<file path="src/rtl/uart_to_pkg.sv">
package uart_to_pkg;
  localparam int unsigned REG_W = 32;
  localparam int unsigned MIN_LEGAL = 3;

  typedef enum logic [1:0] {
    CAUSE_HOLD,
    CAUSE_OFF,
    CAUSE_RESTART,
    CAUSE_STEP
  } cnt_cause_e;
endpackage

</file>
<file path="src/rtl/to_tick_sync.sv">
module to_tick_sync #(
  parameter int unsigned STAGES = 2
) (
  input  logic clk,
  input  logic rst_n,
  input  logic tgl_in,
  output logic tick_o
);
  logic [STAGES-1:0] sync_q;
  logic [STAGES-1:0] sync_d;
  logic              last_q;

  always_comb begin
    sync_d = {sync_q[STAGES-2:0], tgl_in};
  end

  always_ff @(posedge clk or negedge rst_n) begin
    if (!rst_n) begin
      sync_q <= '0;
      last_q <= 1'b0;
    end else begin
      sync_q <= sync_d;
      last_q <= sync_q[STAGES-1];
    end
  end

  assign tick_o = sync_q[STAGES-1] ^ last_q;
endmodule

</file>
<file path="src/rtl/to_frame_tracker.sv">
module to_frame_tracker #(
  parameter int unsigned FRM_W = 4
) (
  input  logic             clk,
  input  logic             rst_n,
  input  logic             rx_en,
  input  logic             frame_done,
  input  logic [FRM_W-1:0] exp_frames,
  output logic             hit_o
);
  logic [FRM_W-1:0] fcnt_q;
  logic [FRM_W-1:0] fcnt_d;
  logic             fcnt_en;

  assign hit_o = rx_en && frame_done && (exp_frames != '0) &&
                 (fcnt_q == exp_frames - FRM_W'(1));

  always_comb begin
    fcnt_d  = fcnt_q;
    fcnt_en = 1'b0;
    if (!rx_en) begin
      fcnt_d  = '0;
      fcnt_en = 1'b1;
    end else if (frame_done) begin
      fcnt_d  = hit_o ? '0 : fcnt_q + FRM_W'(1);
      fcnt_en = 1'b1;
    end
  end

  always_ff @(posedge clk or negedge rst_n) begin
    if (!rst_n) begin
      fcnt_q <= '0;
    end else if (fcnt_en) begin
      fcnt_q <= fcnt_d;
    end
  end
endmodule

</file>
<file path="src/rtl/to_preset_reg.sv">
module to_preset_reg
  import uart_to_pkg::*;
#(
  parameter int unsigned      CNT_W   = 12,
  parameter logic [CNT_W-1:0] PTO_RST = '1
) (
  input  logic             clk,
  input  logic             rst_n,
  input  logic             wr,
  input  logic [CNT_W-1:0] wfield,
  output logic [CNT_W-1:0] preset_q,
  output logic             legal_o,
  output logic             ill_wr_o,
  output logic [REG_W-1:0] rdata
);
  localparam int unsigned LOW_W = REG_W - CNT_W;

  always_ff @(posedge clk or negedge rst_n) begin
    if (!rst_n) begin
      preset_q <= PTO_RST;
    end else if (wr) begin
      preset_q <= wfield;
    end
  end

  assign legal_o  = preset_q >= CNT_W'(MIN_LEGAL);
  assign ill_wr_o = wr && (wfield < CNT_W'(MIN_LEGAL));
  assign rdata    = {preset_q, {LOW_W{1'b0}}};
endmodule

</file>
<file path="src/rtl/to_core.sv">
module to_core
  import uart_to_pkg::*;
#(
  parameter int unsigned CNT_W = 12
) (
  input  logic             clk,
  input  logic             rst_n,
  input  logic             rx_en,
  input  logic             tick,
  input  logic             restart,
  input  logic             legal,
  input  logic [CNT_W-1:0] preset,
  input  logic             ill_wr,
  input  logic             to_clr,
  output logic [CNT_W-1:0] cnt_q,
  output logic             flag_q
);
  cnt_cause_e       cause;
  logic [CNT_W-1:0] cnt_d;
  logic             cnt_en;
  logic             flag_d;
  logic             wrap;

  assign wrap = tick && legal && (cnt_q == preset - CNT_W'(2));

  always_comb begin
    if (!rx_en)        cause = CAUSE_OFF;
    else if (restart)  cause = CAUSE_RESTART;
    else if (!legal)   cause = CAUSE_OFF;
    else if (tick)     cause = CAUSE_STEP;
    else               cause = CAUSE_HOLD;
  end

  always_comb begin
    cnt_d  = cnt_q;
    cnt_en = 1'b1;
    case (cause)
      CAUSE_OFF, CAUSE_RESTART: cnt_d = '0;
      CAUSE_STEP:               cnt_d = wrap ? '0 : cnt_q + CNT_W'(1);
      default:                  cnt_en = 1'b0;
    endcase
  end

  always_comb begin
    flag_d = flag_q;
    if (to_clr) flag_d = 1'b0;
    if ((cause == CAUSE_STEP && wrap) || ill_wr) flag_d = 1'b1;
  end

  always_ff @(posedge clk or negedge rst_n) begin
    if (!rst_n) begin
      cnt_q <= '0;
    end else if (cnt_en) begin
      cnt_q <= cnt_d;
    end
  end

  always_ff @(posedge clk or negedge rst_n) begin
    if (!rst_n) begin
      flag_q <= 1'b0;
    end else begin
      flag_q <= flag_d;
    end
  end
endmodule

</file>
<file path="src/rtl/uart_rx_idle_timeout.sv">
module uart_rx_idle_timeout
  import uart_to_pkg::*;
#(
  parameter int unsigned      CNT_W       = 12,
  parameter int unsigned      FRM_W       = 4,
  parameter int unsigned      SYNC_STAGES = 2,
  parameter logic [CNT_W-1:0] PTO_RST     = '1
) (
  input  logic             clk,
  input  logic             rst_n,
  input  logic             rx_en,
  input  logic             tick_tgl,
  input  logic             pto_wr,
  input  logic [31:0]      pto_wdata,
  input  logic             frame_done,
  input  logic [FRM_W-1:0] exp_frames,
  input  logic             data_ready,
  input  logic             xfer_mode,
  input  logic             to_clr,
  output logic [CNT_W-1:0] cur_cnt,
  output logic             to_flag,
  output logic [31:0]      pto_rdata
);
  localparam int unsigned FIELD_LSB = REG_W - CNT_W;

  logic [1:0]       rst_pipe_q;
  logic             rst_sync_n;
  logic             tick;
  logic             frame_hit;
  logic             restart;
  logic [CNT_W-1:0] preset_q;
  logic             legal;
  logic             ill_wr;
  logic [CNT_W-1:0] cnt_q;

  always_ff @(posedge clk or negedge rst_n) begin
    if (!rst_n) begin
      rst_pipe_q <= 2'b00;
    end else begin
      rst_pipe_q <= {rst_pipe_q[0], 1'b1};
    end
  end
  assign rst_sync_n = rst_pipe_q[1];

  to_tick_sync #(.STAGES(SYNC_STAGES)) u_sync (
    .clk    (clk),
    .rst_n  (rst_sync_n),
    .tgl_in (tick_tgl),
    .tick_o (tick)
  );

  to_frame_tracker #(.FRM_W(FRM_W)) u_frm (
    .clk        (clk),
    .rst_n      (rst_sync_n),
    .rx_en      (rx_en),
    .frame_done (frame_done),
    .exp_frames (exp_frames),
    .hit_o      (frame_hit)
  );

  to_preset_reg #(.CNT_W(CNT_W), .PTO_RST(PTO_RST)) u_pto (
    .clk      (clk),
    .rst_n    (rst_sync_n),
    .wr       (pto_wr),
    .wfield   (pto_wdata[REG_W-1:FIELD_LSB]),
    .preset_q (preset_q),
    .legal_o  (legal),
    .ill_wr_o (ill_wr),
    .rdata    (pto_rdata)
  );

  assign restart = pto_wr || frame_hit || (data_ready && xfer_mode);

  to_core #(.CNT_W(CNT_W)) u_core (
    .clk     (clk),
    .rst_n   (rst_sync_n),
    .rx_en   (rx_en),
    .tick    (tick),
    .restart (restart),
    .legal   (legal),
    .preset  (preset_q),
    .ill_wr  (ill_wr),
    .to_clr  (to_clr),
    .cnt_q   (cnt_q),
    .flag_q  (to_flag)
  );

  always_ff @(posedge clk or negedge rst_sync_n) begin
    if (!rst_sync_n) begin
      cur_cnt <= '0;
    end else begin
      cur_cnt <= cnt_q;
    end
  end
endmodule

</file>
<file path="config.mk">
export PLATFORM = sky130hd
export DESIGN_NAME = uart_rx_idle_timeout
export DESIGN_NICKNAME = d
export VERILOG_FILES = /design/src/rtl/uart_to_pkg.sv /design/src/rtl/to_tick_sync.sv /design/src/rtl/to_frame_tracker.sv /design/src/rtl/to_preset_reg.sv /design/src/rtl/to_core.sv /design/src/rtl/uart_rx_idle_timeout.sv
export SDC_FILE = /design/constraint.sdc
export NUM_CORES = 1
export LEC_CHECK = 0
export ABC_AREA = 1
export CAP_MARGIN = 20
export CORE_UTILIZATION = 40
export DETAILED_ROUTE_END_ITERATION = 6
export HOLD_SLACK_MARGIN = 0.15
export PLACE_DENSITY = 0.74
export SLEW_MARGIN = 20
export SYNTH_ARGS = -nofsm -noshare
export SYNTH_HDL_FRONTEND = slang
export SYNTH_SLANG_ARGS = --single-unit
</file>
<file path="constraint.sdc">
create_clock -name clk -period 1.6 [get_ports clk]
set_input_delay 0.48 -clock clk [delete_from_list [all_inputs] [get_ports clk]]
set_output_delay 0.48 -clock clk [all_outputs]
set_load 0.03 [all_outputs]
</file>
==> flow_summary.toml, run 1 <==
[detailed_routing]
num_vias = 2711
wl_per_cell_um = 11.81
vias_per_cell = 4.579
final_antenna_net_count = 0
routed_wl_mm = 6.994
dr.first_iter.drc_count = 124
route.detailed.drc = 0
drt_first_pass_iters = 4

[grt]
track_usage_pct = 20.58
first_global_vias = 2742
grt_pass1_wl_mm = 12.12
grt_overflow = 0
grt_max_degree = 27
antenna_found_initial = 0

[power_and_ir_drop]
p_per_area_mw_per_mm2 = 718.2
totalPowerFinal_mw = 2.958
leakage_nw = 2.083
ir_drop_mv = 0.3721

[critical_path]
max_stage_delay_ps = 540
crit_top_cell = "nand2_2"
worstSetupStartpointType = "flip-flop"
end_kind = "flip-flop"
path_cells = "inv_2 -> ha_4 -> xor2_2 -> nand2_1 -> nor2_1 -> nand2_2 -> nor2_4 -> nand4_4 -> nand2_2 -> nand2_2"
crit_family = "simple AND/OR/NAND/NOR gates"
crit_type = "reg -> reg"
critPathMaxFanout = 6
crit_required_ps = 1800
cp.arrival_ps = 2210
worst-path-buf-inv = 1
slowest_stage = "dfstp_2"

[floorplan]
core-area_mm2 = 0.006907
die_y_um = 87.21
num_rows = 30
ios = 90
die_w_um = 87.21
start_util_pct = 42.05
dieArea_mm2 = 0.007605

[clocking]
cts_root_buf = "clkbuf_8"
cts_hold_buf = 0
clk_path_buf_depth = 2
cts_htree_levels = 2
clk_pin_slew_ps = 80
cts_sinks = 46
cts_tree = "yes"
insertion_delay_ps = 300
cts_inserted_buffers = 5

[layout]
insertedDiodeCount = 0
syn_to_final_growth_pct = 41.84
final_layout_size_suffix_gt1_share_pct = 34.48
nNetsFinal = 545
fin_area_mm2 = 0.004119
fin_util_pct = 59.64
fillers = 603

[synthesis]
ys_seq_area_share_pct = 40.16
avgSynthCellArea_um2 = 7.485
synth_top_cell_area_share_pct = 29.30
synth_ff_type = "dfrtp_1"
ys_warn_count = 0
syn_area_mm2 = 0.002904
synth_cells = 388
synth_area_leader_cell = "dfrtp_1"
ys_types = 32
synthArstFlopShare_pct = 100.0
synth.ff_latch_count = 46
synth_edf_count = 0
synth_area_leaders = "dfrtp_1 29%, nand2_1 17%, dfstp_2 11%"

[sta]
skew_ps = 3.022
rsz0062_at_grt = "yes"
clock.fmax_mhz = 498.5
maxSlewViolCount = 0
setup_tns_ps = -4815
period_share_pct = 125.4
setup_viol = 14
worst_slack_ps = -406.1
final_hold_viol_count = 0
period_needed_ps = 2006

[placed_design]
place_area_mm2 = 0.003790
dp_hpwl_mm = 5.186
place_congestion = 0.8441
pre_cts_ws_ps = -1036
io_buffers = 49

[worst_hold_path]
worstHoldPathType = "reg -> async"

[status]
failed_checks = "setup timing"
status = "finished, violations left"

[run]
drv_cap = 0
cell families (layout without fill, tap and decap cells):
| family | count (synthesis) | in the layout | share of synthesized area (%) |
|---|---|---|---|
| compound gates | 19 | 19 | 3.490 |
| xor+xnor | 20 | 20 | 6.032 |
| fa+ha+maj | 5 | 5 | 2.154 |
| buf+inv | 80 | 168 | 13.57 |
| flops | 46 | 46 | 40.16 |
| other cells | 2 | 21 | 0.2586 |
| simple gates | 216 | 217 | 34.34 |
registers in the layout, indices dropped and copies added, names as in the netlist:
register        cells
cur_cnt            12
rst_pipe_q          2
u_core.cnt_q       12
u_core.flag_q       1
u_frm.fcnt_q        4
u_pto.preset_q     12
u_sync.last_q       1
u_sync.sync_q       2
cell type report:
| class | count | area (um2) | share of cell area [%] |
|---|---|---|---|
| clock buffers | 6 | 72.57 | 1.762 |
| clock inverters | 2 | 37.54 | 0.9113 |
| inverters | 53 | 203.9 | 4.951 |
| multi-input cells | 282 | 1550 | 37.64 |
| flip-flops and latches | 46 | 1167 | 28.34 |
| well taps | 96 | 120.1 | 2.916 |
| repair buffers | 106 | 960.9 | 23.33 |
| repair inverters | 1 | 6.256 | 0.1519 |
repair_timing:
action	in CTS	in global routing
gates resized for setup	47	27
setup endpoints to repair	36	26
gates cloned	2	0
buffers inserted	5	3
pin swaps	15	13
power breakdown:
group	switching, mW	internal (mW)
sequential	0.0501	1.23
combinational	0.467	0.356
clock	0.395	0.466
worst paths after layout:
check / cells after the start / slack (ps) / startpoint / end
worst min register to register: 0 / 220 / rst_pipe_q[1] / cur_cnt[1]
worst max-delay path: 10 / -410 / u_pto.preset_q[2] / u_core.cnt_q[11]
worst max register to register: 10 / -410 / u_pto.preset_q[2] / u_core.cnt_q[11]
max in group asynchronous: 1 / 900 / rst_pipe_q[1] / cur_cnt[7]
worst min-delay path: 0 / 220 / rst_pipe_q[1] / cur_cnt[1]
min in group clk: 0 / 370 / u_sync.sync_q[0] / u_sync.sync_q[1]
synth_stat cells, types with 3 or more instances:
library cell	n
dfrtp_1	34
nor2_2	15
inv_1	36
nor2_1	22
inv_2	17
buf_4	20
nand2_2	5
xor2_1	14
xnor2_1	6
nor3_1	6
dfstp_2	12
nand2_1	135
buf_2	3
nand3_1	17
nor2_4	4
o21ai_0	14
ha_1	5
layout by cell type, fill, tap and decap left out, types with 3 or more instances in the layout:
cell,n
nor3_1,6
nor2_2,17
buf_4,49
ha_1,3
inv_2,22
nor2_1,19
conb_1,21
xor2_1,13
nand2_2,18
nor2_4,5
clkdlybuf4s50_1,20
nand2_4,4
dlygate4sd2_1,15
o21ai_0,14
xnor2_1,6
nand2_1,120
nand3_2,5
buf_6,17
clkbuf_8,5
nand3_1,14
dfrtp_1,33
buf_12,3
inv_1,30
dfstp_2,12
stage by stage:
stage	hold slack [ps]	instances
2_1_floorplan	184.4	407
3_3_place_gp	231.6	577
3_5_place_dp	236.7	577
4_1_cts	245.4	591
5_1_grt	261.1	592
6_report	219.8	592
routing by layer:
layer  track usage, %  up-vias  wire (um)
met2            35.36       81       3509
met5                0        -          0
li1                 -     1359          -
met1            25.01     1246       2943
met3            3.981       25        313
met4            9.240        0        227
(Power assumes the default switching activity.)
==> run 2, diff against run 1 <==
- ABC_AREA: 1 -> 0
- PLACE_DENSITY: 0.74 -> 0.76
==> run 2 against run 1 <==
  * The flow still finishes with violations (setup timing)
  * Cell count fell by 26%
  * Non-clock buffer count rose by 6
  * Hold slack got worse by 17 ps
  * Core utilization rose by 2.6 points
  * Worst setup slack got worse by 500 ps
  * Synthesized area fell by 9.0%
  * Maximum frequency fell by 20%
  * Combinational power fell by 7.4%
  * Synthesized cell count fell by 35%
  * Critical path type unchanged
  * Clock power fell by 9.1%
  * Global-route usage fell by 0.48 points
  * Largest cell class unchanged
  * Routed wire length fell by 2.7%
==> flow_summary.toml, run 2 <==
[grt]
grt_overflow = 0
track_usage_pct = 20.10
top_usage_layer = "met2"
antenna_found_initial = 0
gr-usage-met3_pct = 3.678
grtUsageMet1_pct = 24.42
grt_pass1_wl_mm = 11.05
grt_max_degree = 28
use_met2_pct = 35.32
first_global_vias = 2321

[clocking]
cts_hold_buf = 0
insertion_delay_ps = 310
cts_inserted_buffers = 5
cts_root_buf = "clkbuf_8"
cts_tree = "yes"
clk_path_buf_depth = 2
cts_htree_levels = 2
clk_pin_slew_ps = 80
cts_sinks = 46

[synthesis]
yosys-top-cells-count = "34 x dfrtp_1, 20 x buf_4, 15 x nand2_1"
synthArstFlopShare_pct = 100.0
synth_cells = 252
synth_area_leaders = "dfrtp_1 32%, dfstp_2 12%, buf_4 5.7%"
synth_area_leader_cell = "dfrtp_1"
ys_warn_count = 0
avgSynthCellArea_um2 = 10.48
synth.ff_latch_count = 46
synth_ff_type = "dfrtp_1"
syn_area_mm2 = 0.002641
synth_top_cell_area_share_pct = 32.21
synth_edf_count = 0
ys_types = 56
ys_seq_area_share_pct = 44.15
synth_most_common_cell = "dfrtp_1"

[critical_path]
path_cells = "inv_2 -> ha_4 -> or4b_4 -> xnor2_2 -> o41ai_2 -> o31ai_2 -> nor4_4 -> buf_4 -> buf_6 -> a211oi_2 -> a21o_1"
slowest_stage = "or4b_4"
end_kind = "flip-flop"
max_stage_delay_ps = 500
critPathMaxFanout = 4
worst-path-buf-inv = 3
worstSetupStartpointType = "flip-flop"
crit_family = "simple AND/OR/NAND/NOR gates"
cp.arrival_ps = 2710
crit_type = "reg -> reg"
crit_required_ps = 1800

[placed_design]
pre_cts_ws_ps = -1283
io_buffers = 49
place_area_mm2 = 0.003523
place_congestion = 0.8371
dp_hpwl_mm = 4.710

[sta]
worst_slack_ps = -910.9
rsz0062_at_grt = "yes"
skew_ps = 3.618
maxSlewViolCount = 0
final_hold_viol_count = 0
clock.fmax_mhz = 398.3
setup_viol = 22
period_share_pct = 156.9
period_needed_ps = 2511

[worst_hold_path]
worstHoldPathType = "reg -> async"

[floorplan]
dieArea_mm2 = 0.006932
start_util_pct = 41.60
ios = 90
core-area_mm2 = 0.006350
die_w_um = 83.26
num_rows = 29
die_y_um = 83.26

[detailed_routing]
vias_per_cell = 5.098
wl_per_cell_um = 15.49
num_vias = 2238
route.detailed.drc = 0
dr.first_iter.drc_count = 101
final_antenna_net_count = 0
routed_wl_mm = 6.802
drt_first_pass_iters = 4

[layout]
syn_to_final_growth_pct = 49.69
fin_area_mm2 = 0.003954
layout_common_cells = "49 x buf_4, 33 x dfrtp_1, 25 x buf_6"
nNetsFinal = 411
final_layout_size_suffix_gt1_share_pct = 44.48
fin_util_pct = 62.27
final_common_cell = "buf_4"
insertedDiodeCount = 0
top_regs = "cur_cnt (12), u_core.cnt_q (12), u_pto.preset_q (12)"

[status]
status = "finished, violations left"
failed_checks = "setup timing"

[run]
drv_cap = 0

[power_and_ir_drop]
ir_drop_mv = 0.5203
leakage_nw = 1.880
p_per_area_mw_per_mm2 = 715.5
[run 2: worst paths after layout]
kind                                   start              end  slack (ps)  depth (start not counted)
max                        u_pto.preset_q[1]  u_core.cnt_q[7]        -910                         11
min                            rst_pipe_q[1]      cur_cnt[10]         200                          0
max reg2reg                u_pto.preset_q[1]  u_core.cnt_q[7]        -910                         11
min reg2reg                    rst_pipe_q[1]      cur_cnt[10]         200                          0
max in group asynchronous      rst_pipe_q[1]  u_core.cnt_q[0]         920                          1
min in group clk               rst_pipe_q[0]    rst_pipe_q[1]         360                          0
[run 2: metrics by stage]
stage	power, mW	hold slack, ps	std cells	TNS (ps)
finish	2.829	202.5	439	-11300
global route	2.948	244.6	439	-13300
CTS	2.800	219.0	435	-10670
detailed placement	1.942	211.1	422	-20170
global placement	1.927	215.6	422	-18220
floorplan	1.702	184.4	271	-10060
[run 2: logic make-up (layout without fill, tap and decap cells)]
group,after synthesis,count (layout),share of synthesized area [%]
AOI/OAI and AO/OA,42,42,11.56
xor gates and xnor gates,22,22,7.295
adders and majority gates,5,5,2.369
buffers and inverters,37,128,9.474
DFF,46,46,44.15
muxes,13,13,5.495
other,2,21,0.2843
and+or+nand+nor,85,85,19.38
[run 2: repair_timing]
item / 4_1_cts / 5_1_grt
pin swaps: 9 / 12
endpoints found under the setup margin: 41 / 30
resized for setup: 76 / 18
buffers inserted: 5 / 5
hold endpoints to repair: 0 / 0
[run 2: worst reg2reg max path, delay by kind of cell, from the launching register on]
family | cells | cell delay (ps)
simple gates | 2 | 730
compound gates | 4 | 600
buf+inv | 3 | 390
flops | 1 | 380
xor+xnor | 1 | 170
fa+ha+maj | 1 | 150
[run 2: per-layer routing]
layer,wire length [um],vias to the layer above,share of wire [%]
met5,0,-,0
met4,123,0,1.8
met3,271,14,4.0
met2,3534,60,52
met1,2873,1097,42
li1,-,1067,-
[run 2: where the power goes]
part	internal, mW	leakage (nW)	switching (mW)	total (mW)
Combinational	0.373	1.24	0.388	0.761
Clock	0.388	0.0519	0.394	0.783
Sequential	1.23	0.586	0.0552	1.28
Total	1.99	1.88	0.837	2.83
[run 2: final cells by class]
type | count | area [um2]
Inverter | 8 | 45.04
Sequential cell | 46 | 1167
Tap cell | 77 | 96.34
Multi-Input combinational cell | 188 | 1501
Clock buffer | 7 | 96.34
Clock inverter | 1 | 3.754
Timing Repair Buffer | 112 | 1044
Fill cell | 492 | 2396
